File: config.mk
export PLATFORM = sky130hd
export DESIGN_NAME = psr_serializer
export DESIGN_NICKNAME = d
export VERILOG_FILES = /design/src/rtl/psr_pkg.sv /design/src/rtl/psr_parity_gen.sv /design/src/rtl/psr_piso.sv /design/src/rtl/psr_bit_cnt.sv /design/src/rtl/psr_serializer.sv
export SDC_FILE = /design/constraint.sdc
export NUM_CORES = 1
export LEC_CHECK = 0
export CORE_ASPECT_RATIO = 1.25
export CORE_UTILIZATION = 40
export CTS_CLUSTER_DIAMETER = 30
export DETAILED_ROUTE_END_ITERATION = 10
export GPL_ROUTABILITY_DRIVEN = 0
export HOLD_SLACK_MARGIN = 0.12
export PLACE_DENSITY = 0.7
export SLEW_MARGIN = 5
export SYNTH_ARGS = -nofsm -noshare
export SYNTH_HDL_FRONTEND = slang
export SYNTH_SLANG_ARGS = --single-unit
export TNS_END_PERCENT = 5
File: constraint.sdc
create_clock -name clk -period 2.35 [get_ports clk]
set_clock_uncertainty 0.05 [all_clocks]
set_input_delay 0.3525 -clock clk [delete_from_list [all_inputs] [get_ports clk]]
set_output_delay 0.3525 -clock clk [all_outputs]
set_load 0.01 [all_outputs]
File: src/rtl/psr_pkg.sv
// Package: shared constants and types for the parity-appending serializer.
// Assumes: one parity bit per byte, so the frame holds one bit more than the data.
package psr_pkg;
    localparam int DEF_DATA_W = 8;

    // Line idle level, which also selects the parity sense.
    typedef enum logic {
        LINE_IDLE_LOW  = 1'b0,   // active-high line -> odd parity
        LINE_IDLE_HIGH = 1'b1    // active-low line  -> even parity
    } idle_lvl_e;
endpackage

File: src/rtl/psr_parity_gen.sv
// Module: combinational parity generator.
// Produces the bit appended to the byte. Odd parity is used when the line
// idles low and even parity when it idles high, so an idle-pattern byte
// always yields a parity bit that differs from the idle level.
// Assumes: the caller samples the result in the load cycle.
module psr_parity_gen
    import psr_pkg::*;
#(
    parameter int DATA_W = DEF_DATA_W
) (
    input  logic [DATA_W-1:0] data_i,
    input  idle_lvl_e         idle_lvl_i,
    output logic              par_o
);
    logic xor_all;

    // Reduce the byte, then invert for odd parity on an idle-low line.
    always_comb begin
        xor_all = ^data_i;
        par_o   = (idle_lvl_i == LINE_IDLE_HIGH) ? xor_all : ~xor_all;
    end
endmodule

File: src/rtl/psr_piso.sv
// Module: parallel-in serial-out register with load, shift and hold modes.
// Load has priority over shift. When neither is active the register holds.
// Bit 0 is the next bit on the line, and zeros fill in from the top.
// Assumes: the controls are synchronous to clk, and the caller qualifies
// the shift strobe (no shift when the register is empty).
module psr_piso #(
    parameter int FRAME_W = 9
) (
    input  logic               clk,
    input  logic               rst_n,
    input  logic               load_i,
    input  logic               shift_i,
    input  logic [FRAME_W-1:0] frame_i,
    output logic               head_o
);
    logic [FRAME_W-1:0] sreg_q;

    // Register update: load, else shift right, else hold.
    always_ff @(posedge clk) begin
        if (!rst_n) begin
            sreg_q <= '0;
        end else if (load_i) begin
            sreg_q <= frame_i;
        end else if (shift_i) begin
            sreg_q <= {1'b0, sreg_q[FRAME_W-1:1]};
        end
    end

    // Expose the current output bit.
    always_comb head_o = sreg_q[0];
endmodule

File: src/rtl/psr_bit_cnt.sv
// Module: count of bits remaining, with the busy and done indications.
// Load sets the count to the frame length. Each qualified shift takes one off.
// Done is a registered one-cycle pulse that follows the shift that empties
// the frame, unless a load in the same cycle overrides that shift.
module psr_bit_cnt #(
    parameter int FRAME_W = 9,
    localparam int CNT_W  = $clog2(FRAME_W + 1)
) (
    input  logic clk,
    input  logic rst_n,
    input  logic load_i,
    input  logic shift_en_i,
    output logic shift_o,
    output logic busy_o,
    output logic done_o
);
    localparam logic [CNT_W-1:0] FULL = CNT_W'(FRAME_W);
    localparam logic [CNT_W-1:0] LAST = CNT_W'(1);

    logic [CNT_W-1:0] cnt_q;
    logic             done_q;

    // A shift counts only with a frame in flight and no load competing.
    always_comb begin
        busy_o  = (cnt_q != '0);
        shift_o = shift_en_i && busy_o && !load_i;
        done_o  = done_q;
    end

    // Track the bits remaining.
    always_ff @(posedge clk) begin
        if (!rst_n) begin
            cnt_q <= '0;
        end else if (load_i) begin
            cnt_q <= FULL;
        end else if (shift_o) begin
            cnt_q <= cnt_q - LAST;
        end
    end

    // Pulse done for one cycle after the final bit is retired.
    always_ff @(posedge clk) begin
        if (!rst_n) begin
            done_q <= 1'b0;
        end else begin
            done_q <= shift_o && (cnt_q == LAST);
        end
    end
endmodule

File: src/rtl/psr_serializer.sv
// Module: top level of the parity-appending serial shifter.
// Captures a byte with its parity on load_i and sends the 9-bit frame LSB
// first, with the parity bit last, one bit per shift_en_i cycle. With no
// frame in flight, the line rests at the idle level given by idle_high_i.
// Assumes: a free-running clk, strobes synchronous to clk, and a synchronous
// active-low reset.
module psr_serializer
    import psr_pkg::*;
#(
    parameter int DATA_W = DEF_DATA_W,
    localparam int FRAME_W = DATA_W + 1
) (
    input  logic              clk,
    input  logic              rst_n,
    input  logic              idle_high_i,
    input  logic              load_i,
    input  logic              shift_en_i,
    input  logic [DATA_W-1:0] data_i,
    output logic              ser_o,
    output logic              busy_o,
    output logic              done_o
);
    idle_lvl_e          idle_lvl;
    logic               par_bit;
    logic [FRAME_W-1:0] frame;
    logic               shift_ok;
    logic               head_bit;

    // Decode the idle select and assemble the frame (parity at the top).
    always_comb begin
        idle_lvl = idle_high_i ? LINE_IDLE_HIGH : LINE_IDLE_LOW;
        frame    = {par_bit, data_i};
    end

    psr_parity_gen #(.DATA_W(DATA_W)) par_i (
        .data_i     (data_i),
        .idle_lvl_i (idle_lvl),
        .par_o      (par_bit)
    );

    psr_bit_cnt #(.FRAME_W(FRAME_W)) cnt_i (
        .clk        (clk),
        .rst_n      (rst_n),
        .load_i     (load_i),
        .shift_en_i (shift_en_i),
        .shift_o    (shift_ok),
        .busy_o     (busy_o),
        .done_o     (done_o)
    );

    psr_piso #(.FRAME_W(FRAME_W)) sreg_i (
        .clk     (clk),
        .rst_n   (rst_n),
        .load_i  (load_i),
        .shift_i (shift_ok),
        .frame_i (frame),
        .head_o  (head_bit)
    );

    // Drive the line: frame bit while busy, idle level otherwise.
    always_comb ser_o = busy_o ? head_bit : idle_high_i;
endmodule

-- Word level (Yosys, flattened, before mapping)
Index checks and enable logic that the tools add are counted.
- reduce and logical (&&, ||, !) cells: 8
- equality and inequality tests: 1
- mux-type cells: 7
- add/subtract/negate cells: 1
- bitwise gates (word level): 2
- operators with widths (kind ; count):
    $mux W9 ; 2
    $mux W4 ; 2
    $reduce_xor A8 Y1 ; 1
    $eq A4 B1 Y1 const B ; 1
    $reduce_bool A4 Y1 ; 1
    $sub A4 B1 Y4 const B ; 1
    $logic_and A1 B1 Y1 ; 3
    $mux W1 ; 3
    $not A1 Y1 ; 2
    $reduce_bool A2 Y1 ; 1
    $reduce_or A2 Y1 ; 1
    $logic_not A1 Y1 ; 1
- flip-flop bits (word level): 14
- input bits: 13

-- Longest topological paths before layout
Gate-level depths: netlist of the first run.
- depth in word-level cells: 5
- depth in mapped cells: 8
- mapped depth without buffers: 6

-- Cells and area by module
From an unflattened synthesis of the first run, not the netlist that was laid out.
- cell total of the unflattened synthesis: 76
- area total of the unflattened synthesis: 803.3 µm²
- by module, submodules not included (module ; times used ; sequential area each (µm²) ; cells an instance ; area each (µm²)):
    psr_piso ; 1 ; 180.2 ; 39 ; 440.4
    psr_bit_cnt ; 1 ; 100.1 ; 29 ; 272.8
    psr_parity_gen ; 1 ; 0.0 ; 7 ; 75.1
    psr_serializer ; 1 ; 0.0 ; 1 ; 15.0

-- Worst setup path after synthesis of the first run
OpenSTA, ideal clock, no wires.
- kind: register to output
- from: register cnt_i.cnt_q[0]
- to: output port ser_o
- data required time: 1.947 ns
- buffers on the path: 1
- slack: 0.612 ns
- arrival: 1.335 ns
- cell stages (with the launch flop): 6
- cells stage by stage: dfxtp_1 > inv_1 > ha_1 > or3b_1 > buf_6 > mux2_2
- word-level cells in the longest chain between the ends: 2
- ends and longest elaborated chain (what ; line ; text):
    start: declaration ; psr_bit_cnt.sv:20 ; logic [CNT_W-1:0] cnt_q;
    start signal: assignment ; psr_bit_cnt.sv:37 ; cnt_q <= cnt_q - LAST;
    $reduce_bool A4 Y1 ; psr_bit_cnt.sv:25 ; busy_o = (cnt_q != '0);
    named net busy_o ; psr_serializer.sv:20 ; output logic busy_o,
    $mux W1 ; psr_serializer.sv:61 ; always_comb ser_o = busy_o ? head_bit : idle_high_i;
    end: declaration ; psr_serializer.sv:19 ; output logic ser_o,
The timed path passes the listed nets, and every way through them passes these cells.

-- Worst setup path after layout of the first run
- from: register cnt_i.cnt_q[0]
- to: output port ser_o
- word-level cells in the longest chain between the ends: 2
- ends and longest elaborated chain (what ; line):
    $reduce_bool A4 Y1 ; psr_bit_cnt.sv:25
    $mux W1 ; psr_serializer.sv:61
Every way passes these cells.

==> impl_metrics.env, run 1 <==
export IMPL_ys_seq_elements=14
export IMPL_area_growth_pct=24.83
export IMPL_synth_async_sr_flop_share_pct=0
export IMPL_holdBufCountCts=0
export IMPL_yosys_top_cells_count="14 x dfxtp_1, 10 x a21oi_1, 8 x mux2i_1, 8 x o21ai_0, 4 x xnor2_1"
export IMPL_final_area_um2=918.4
export IMPL_placed_cell_area_um2=880.8
export IMPL_drive_gt1_share_pct=8.696
export IMPL_power_density_nw_per_um2=627.9
export IMPL_overflow=0
export IMPL_cap_violations=0
export IMPL_track_usage_pct=15.07
export IMPL_die_y_um=49.95
export IMPL_cts_tree="done"
export IMPL_period_minus_slack_ns=2.234
export IMPL_coreArea_um2=1642
export IMPL_outcome="complete, no violations"
export IMPL_clock_root_buffer="clkbuf_4"
export IMPL_yosysSeqAreaShare_pct=38.10
export IMPL_startpoint_type="flop"
export IMPL_whs_ns=0.4467
export IMPL_synth_most_common_cell="dfxtp_1"
export IMPL_yosysTopAreaCell="dfxtp_1"
export IMPL_rsz0062_at_grt="false"
export IMPL_setup_tns_ns=0
export IMPL_worst_slew_pin_slew_ns=0.4238
export IMPL_fin_nets=108
export IMPL_avgViaCountPerCell=5.364
export IMPL_cpPeakStageDelay_ns=0.39
export IMPL_cts_buffers=3
export IMPL_ys_flop_type="dfxtp_1"
export IMPL_syn_num_nets=91
export IMPL_antenna_found_initial=0
export IMPL_diodes=0
export IMPL_drt_pass1_iter_count=2
export IMPL_ys_warn_count=0
export IMPL_finalHoldViolations=0
export IMPL_crit_fanout=3
export IMPL_hold_class="reg -> reg"
export IMPL_end_kind="output port"
export IMPL_synth_edf_count=0
export IMPL_cpMaxStageDelayCell="or3b_1"
export IMPL_io_pins=16
export IMPL_vias=590
export IMPL_dp_hpwl_mm=1.020
export IMPL_worstPathArrival_ns=1.83
export IMPL_max_clock_freq_mhz=447.6
export IMPL_leakage_nw=0.3960
export IMPL_critPathRequiredTime_ns=1.95
export IMPL_ctsHtreeMaxLevel=1
export IMPL_drv_slew=0
export IMPL_synth_cells=76
export IMPL_postCtsSetupBuffers=0
export IMPL_cts_path_max_buffers=2
export IMPL_synth_area_top_cells="dfxtp_1 38%, mux2i_1 11%, a21oi_1 6.8%, o21ai_0 5.4%, xnor2_1 4.8%"
export IMPL_syn_area_per_cell_um2=9.680
export IMPL_mappedNetlistArea_um2=735.7
export IMPL_wire_per_inst_um=11.68
export IMPL_max_slew_margin_pct=71.66
export IMPL_drt_total_wl_mm=1.285
export IMPL_hold_depth=2
export IMPL_path_clk_slew_ns=0.09
export IMPL_drt_iter0_markers=6
export IMPL_initial_core_util_pct=44.82
export IMPL_grt_pass1_wl_mm=2.111
export IMPL_io_buffer_count=15
export IMPL_critPathKind="reg -> out"
export IMPL_path_cells="inv_1 > ha_1 > or3b_1 > mux2_2 > dlygate4sd2_1"
export IMPL_reg2regPathDepth=7
export IMPL_die_area_um2=2016
export IMPL_cts_sinks=14
export IMPL_ys_types=25
export IMPL_grt_max_degree=15
export IMPL_fin_crit_sh_pct=95.07
export IMPL_synth_top_area_share_pct=38.10
export IMPL_setup_viol=0
export IMPL_first_global_vias=529
export IMPL_die_x_um=40.36
export IMPL_drc_errors=0
export IMPL_clk_latency_ns=0.27
export IMPL_ir_worst_vdd_uv=422.5
export IMPL_postRouteAntennaNets=0
export IMPL_num_rows=16
-- metrics by stage --
step | instances | utilization, % | setup slack (ns) | power, mW
6_report | 110 | 55.95 | 0.1159 | 0.5767
3_3_place_gp | 106 | 53.66 | 0.2474 | 0.4147
5_1_grt | 110 | 55.95 | 0.01195 | 0.6155
2_1_floorplan | 76 | - | 0.6121 | 0.3750
4_1_cts | 110 | 55.79 | 0.02641 | 0.5852
3_5_place_dp | 106 | 53.66 | 0.2189 | 0.4169
-- power breakdown --
group	switching (mW)	internal, mW
Clock	0.0752	0.0940
Sequential	0.0110	0.256
Combinational	0.0625	0.0776
Total	0.149	0.428
-- path summary, 6_finish.rpt --
kind	from	to	slack, ns
worst max register to register	cnt_i.cnt_q[0]$_SDFFE_PN0P_	sreg_i.sreg_q[6]$_SDFFE_PN0P_	0.54
worst min-delay path	sreg_i.sreg_q[8]$_SDFFE_PN0P_	sreg_i.sreg_q[8]$_SDFFE_PN0P_	0.45
worst min register to register	sreg_i.sreg_q[8]$_SDFFE_PN0P_	sreg_i.sreg_q[8]$_SDFFE_PN0P_	0.45
worst max-delay path	cnt_i.cnt_q[0]$_SDFFE_PN0P_	ser_o	0.12
-- worst max-delay path: cells and delay by family, from the launching register on --
kind	cells	cell delay [ns]
AND/OR/NAND/NOR	1	0.39
buffers and inverters	2	0.37
adder cells (fa/ha/maj)	1	0.18
flip-flops	1	0.34
multiplexers	1	0.28
-- logic make-up after synthesis --
logic type	after synthesis	share of synthesized area (%)
AND/OR/NAND/NOR	13	10.88
XOR/XNOR	8	11.39
buffers and inverters	8	7.313
multiplexers	9	12.42
flip-flops	14	38.10
AO/OA/AOI/OAI	22	16.50
adder cells (fa/ha/maj)	2	3.401
-- placed cells by master (no fill, tap or decap) --
| cell | n |
|---|---|
| xor2_1 | 3 |
| o21ai_0 | 8 |
| clkbuf_4 | 3 |
| or3b_1 | 1 |
| inv_1 | 3 |
| dfxtp_1 | 14 |
| xnor2_1 | 4 |
| dlygate4sd2_1 | 1 |
| ha_1 | 2 |
| nand2_1 | 2 |
| clkbuf_8 | 1 |
| nand3b_1 | 1 |
| o211ai_1 | 1 |
| a311oi_1 | 1 |
| nand4_1 | 2 |
| or4b_1 | 1 |
| a21boi_1 | 2 |
| nand3_1 | 1 |
| xnor3_1 | 1 |
| nor3_1 | 2 |
| nand2_4 | 1 |
| nor2_1 | 2 |
| dlymetal6s2s_1 | 1 |
| mux2i_1 | 8 |
| a21oi_1 | 10 |
| clkdlybuf4s50_1 | 13 |
| mux2_2 | 1 |
| buf_4 | 2 |
-- flip-flops by register name (all words and copies together), names as in the netlist --
signal,cells
cnt_i.cnt_q,4
sreg_i.sreg_q,9
cnt_i.done_o,1
-- cell type report --
type                    count  area, um2
clock buffers               4      36.28
fillers                   152      723.2
inverters                   3      11.26
multi-input cells          54      401.6
flip-flops and latches     14      280.3
well taps                  18      22.52
repair buffers             17      166.4
-- routing by layer --
metal  routed length (um)  vias up  track usage, %  part of all wire (%)
li1                     -      304               -                     -
met1                  559      271           18.13                    44
met2                  668       13           24.60                    52
met3                   43        2           4.054                   3.3
met4                   13        0           5.000                   1.0
met5                    0        -               0                     0
-- timing repair --
action | in CTS | in global routing
gates resized for setup | 1 | 1
pin swaps | 0 | 0
endpoints found under the setup margin | 1 | 1
Note: power is estimated with default switching activity, not from simulation.
==> run 2: changes to the inputs <==
--- a/config.mk
+++ b/config.mk
@@ -10,6 +10,7 @@
 export CTS_CLUSTER_DIAMETER = 30
 export DETAILED_ROUTE_END_ITERATION = 10
 export GPL_ROUTABILITY_DRIVEN = 0
+export GPL_TIMING_DRIVEN = 0
 export HOLD_SLACK_MARGIN = 0.12
 export PLACE_DENSITY = 0.7
 export SLEW_MARGIN = 5
==> run 2 against run 1 <==
Compared with the run above: clock power hardly changed; count of clock-buffer cells in the layout is the same; worst setup slack got worse by 0.037 ns; flip-flop and latch count unchanged; worst hold slack better by 0.0012 ns; die area unchanged; largest power group unchanged; register-to-register slack better by 0.02 ns; combinational power is 10% higher; global-route usage down 0.53 points; critical path depth is the same; largest cell class unchanged; routed wire length fell by 0.31%.
==> impl_metrics.env, run 2 (synthesized netlist as in run 1, its figures left out) <==
export IMPL_drv_slew=0
export IMPL_wire_per_inst_um=11.34
export IMPL_max_clock_freq_mhz=440.4
export IMPL_p_comb_share_pct=26.1
export IMPL_period_minus_slack_ns=2.271
export IMPL_clk_latency_ns=0.27
export IMPL_postRouteAntennaNets=0
export IMPL_path_cells="inv_1 > ha_2 > or3b_4 > buf_6 > clkdlybuf4s50_1"
export IMPL_power_uw=590.8
export IMPL_fin_crit_sh_pct=96.62
export IMPL_cpMaxStageDelayCell="clkdlybuf4s50_1"
export IMPL_grt_pass1_wl_mm=2.056
export IMPL_diodes=0
export IMPL_die_area_um2=2016
export IMPL_hp_start="sreg_i.sreg_q[8]$_SDFFE_PN0P_"
export IMPL_worstPathArrival_ns=1.87
export IMPL_cp_buffers_inverters=3
export IMPL_setup_viol=0
export IMPL_startpoint_type="flop"
export IMPL_io_buffer_count=15
export IMPL_end_kind="output port"
export IMPL_critPathLaunch="cnt_i.cnt_q[1]$_SDFFE_PP0P_"
export IMPL_crit_fanout=6
export IMPL_drc_errors=0
export IMPL_rsz0062_at_grt="false"
export IMPL_coreArea_um2=1642
export IMPL_multi_input_area_um2=406.6
export IMPL_largest_register_ffs=9
export IMPL_antenna_found_initial=0
export IMPL_die_x_um=40.36
export IMPL_max_slew_margin_pct=71.19
export IMPL_worst_slew_pin_slew_ns=0.4322
export IMPL_cts_buffers=3
export IMPL_finalHoldViolations=0
export IMPL_overflow=0
export IMPL_power_density_nw_per_um2=625.5
export IMPL_critPathRequiredTime_ns=1.95
export IMPL_path_clk_slew_ns=0.08
export IMPL_hold_class="reg -> reg"
export IMPL_cts_tree="done"
export IMPL_avgViaCountPerCell=5.106
export IMPL_postCtsSetupBuffers=0
export IMPL_p_clk_share_pct=28.5
export IMPL_io_pins=16
export IMPL_switching_power_uw=151.4
export IMPL_final_cell_mix="14 x dfxtp_1, 14 x clkdlybuf4s50_1, 10 x a21oi_1"
export IMPL_leakage_nw=0.3954
export IMPL_setup_tns_ns=0
export IMPL_grt_max_degree=11
export IMPL_cap_violations=0
export IMPL_cpPeakStageDelay_ns=0.47
export IMPL_timing_rr_start="cnt_i.cnt_q[1]$_SDFFE_PP0P_"
export IMPL_ir_worst_vdd_uv=272.7
export IMPL_critPathKind="reg -> out"
export IMPL_die_y_um=49.95
export IMPL_area_growth_pct=28.40
export IMPL_swShare_pct=25.62
export IMPL_clock_root_buffer="clkbuf_4"
export IMPL_fin_nets=111
export IMPL_intPower_uw=439.5
export IMPL_cts_path_max_buffers=2
export IMPL_drive_gt1_share_pct=12.63
export IMPL_cts_sinks=14
export IMPL_vias=577
export IMPL_num_rows=16
export IMPL_track_usage_pct=14.54
export IMPL_drt_iter0_markers=3
export IMPL_first_global_vias=510
export IMPL_drt_pass1_iter_count=2
export IMPL_cp_top_family="buffers and inverters"
export IMPL_outcome="complete, no violations"
export IMPL_seqPwrFrac_pct=45.3
export IMPL_final_util_pct=57.55
export IMPL_initial_core_util_pct=44.82
export IMPL_regMostFlops="sreg_i.sreg_q"
export IMPL_seq_area_um2=280.3
export IMPL_drt_total_wl_mm=1.281
export IMPL_ctsHtreeMaxLevel=1
export IMPL_dp_hpwl_um=970.5
export IMPL_n_fill_cell=163
-- run 2: path summary, 6_finish.rpt --
check,slack [ns],to,depth (start not counted)
setup / recovery,0.08,busy_o,5
hold / removal,0.45,sreg_i.sreg_q[8]$_SDFFE_PN0P_,2
setup reg to reg,0.56,sreg_i.sreg_q[4]$_SDFFE_PN0P_,8
hold reg to reg,0.45,sreg_i.sreg_q[8]$_SDFFE_PN0P_,2
-- run 2: through the flow --
stage,instances,instance area (um2),worst slack [ns],hold slack [ns]
finish,113,944.7,0.07931,0.4479
global route,113,944.7,0.01239,0.4802
CTS,113,943.4,0.0007945,0.4489
detailed placement,109,908.4,0.1162,0.4369
global placement,109,908.4,0.1229,0.4364
floorplan,76,735.7,0.6121,0.4113
-- run 2: layout make-up --
class | count | share of cell area (%)
Tap cell | 18 | 2.384
Multi-Input combinational cell | 54 | 43.05
Inverter | 3 | 1.192
Buffer | 5 | 4.503
Sequential cell | 14 | 29.67
Clock buffer | 4 | 3.841
Timing Repair Buffer | 15 | 15.36
-- run 2: metal layers --
layer / wire (um) / track usage (%) / vias up
met5: 0 / 0 / -
met4: 9 / 6.667 / 0
met3: 48 / 2.703 / 2
met2: 664 / 23.54 / 13
met1: 558 / 17.51 / 253
li1: - / - / 309
-- run 2: worst register-to-register path: stages, from the launching register on --
cell and delay (ns):
dfxtp_1 0.33, inv_1 0.08, ha_2 0.19, or3b_4 0.38, buf_6 0.14, nand2_4 0.08
buf_12 0.14, mux2i_1 0.19, a21oi_1 0.08
-- run 2: power groups by stage --
stage	registers, mW	logic (mW)	clock network, mW
2_1_floorplan	0.270	0.105	0
3_3_place_gp	0.272	0.153	0
3_5_place_dp	0.273	0.155	0
4_1_cts	0.267	0.153	0.175
5_1_grt	0.270	0.169	0.188
6_report	0.268	0.154	0.169
-- run 2: what timing repair did --
action | in CTS | in global routing
hold buffers | 0 | 0
setup endpoints to repair | 1 | 2
gates resized for setup | 1 | 5
pin swaps | 0 | 1
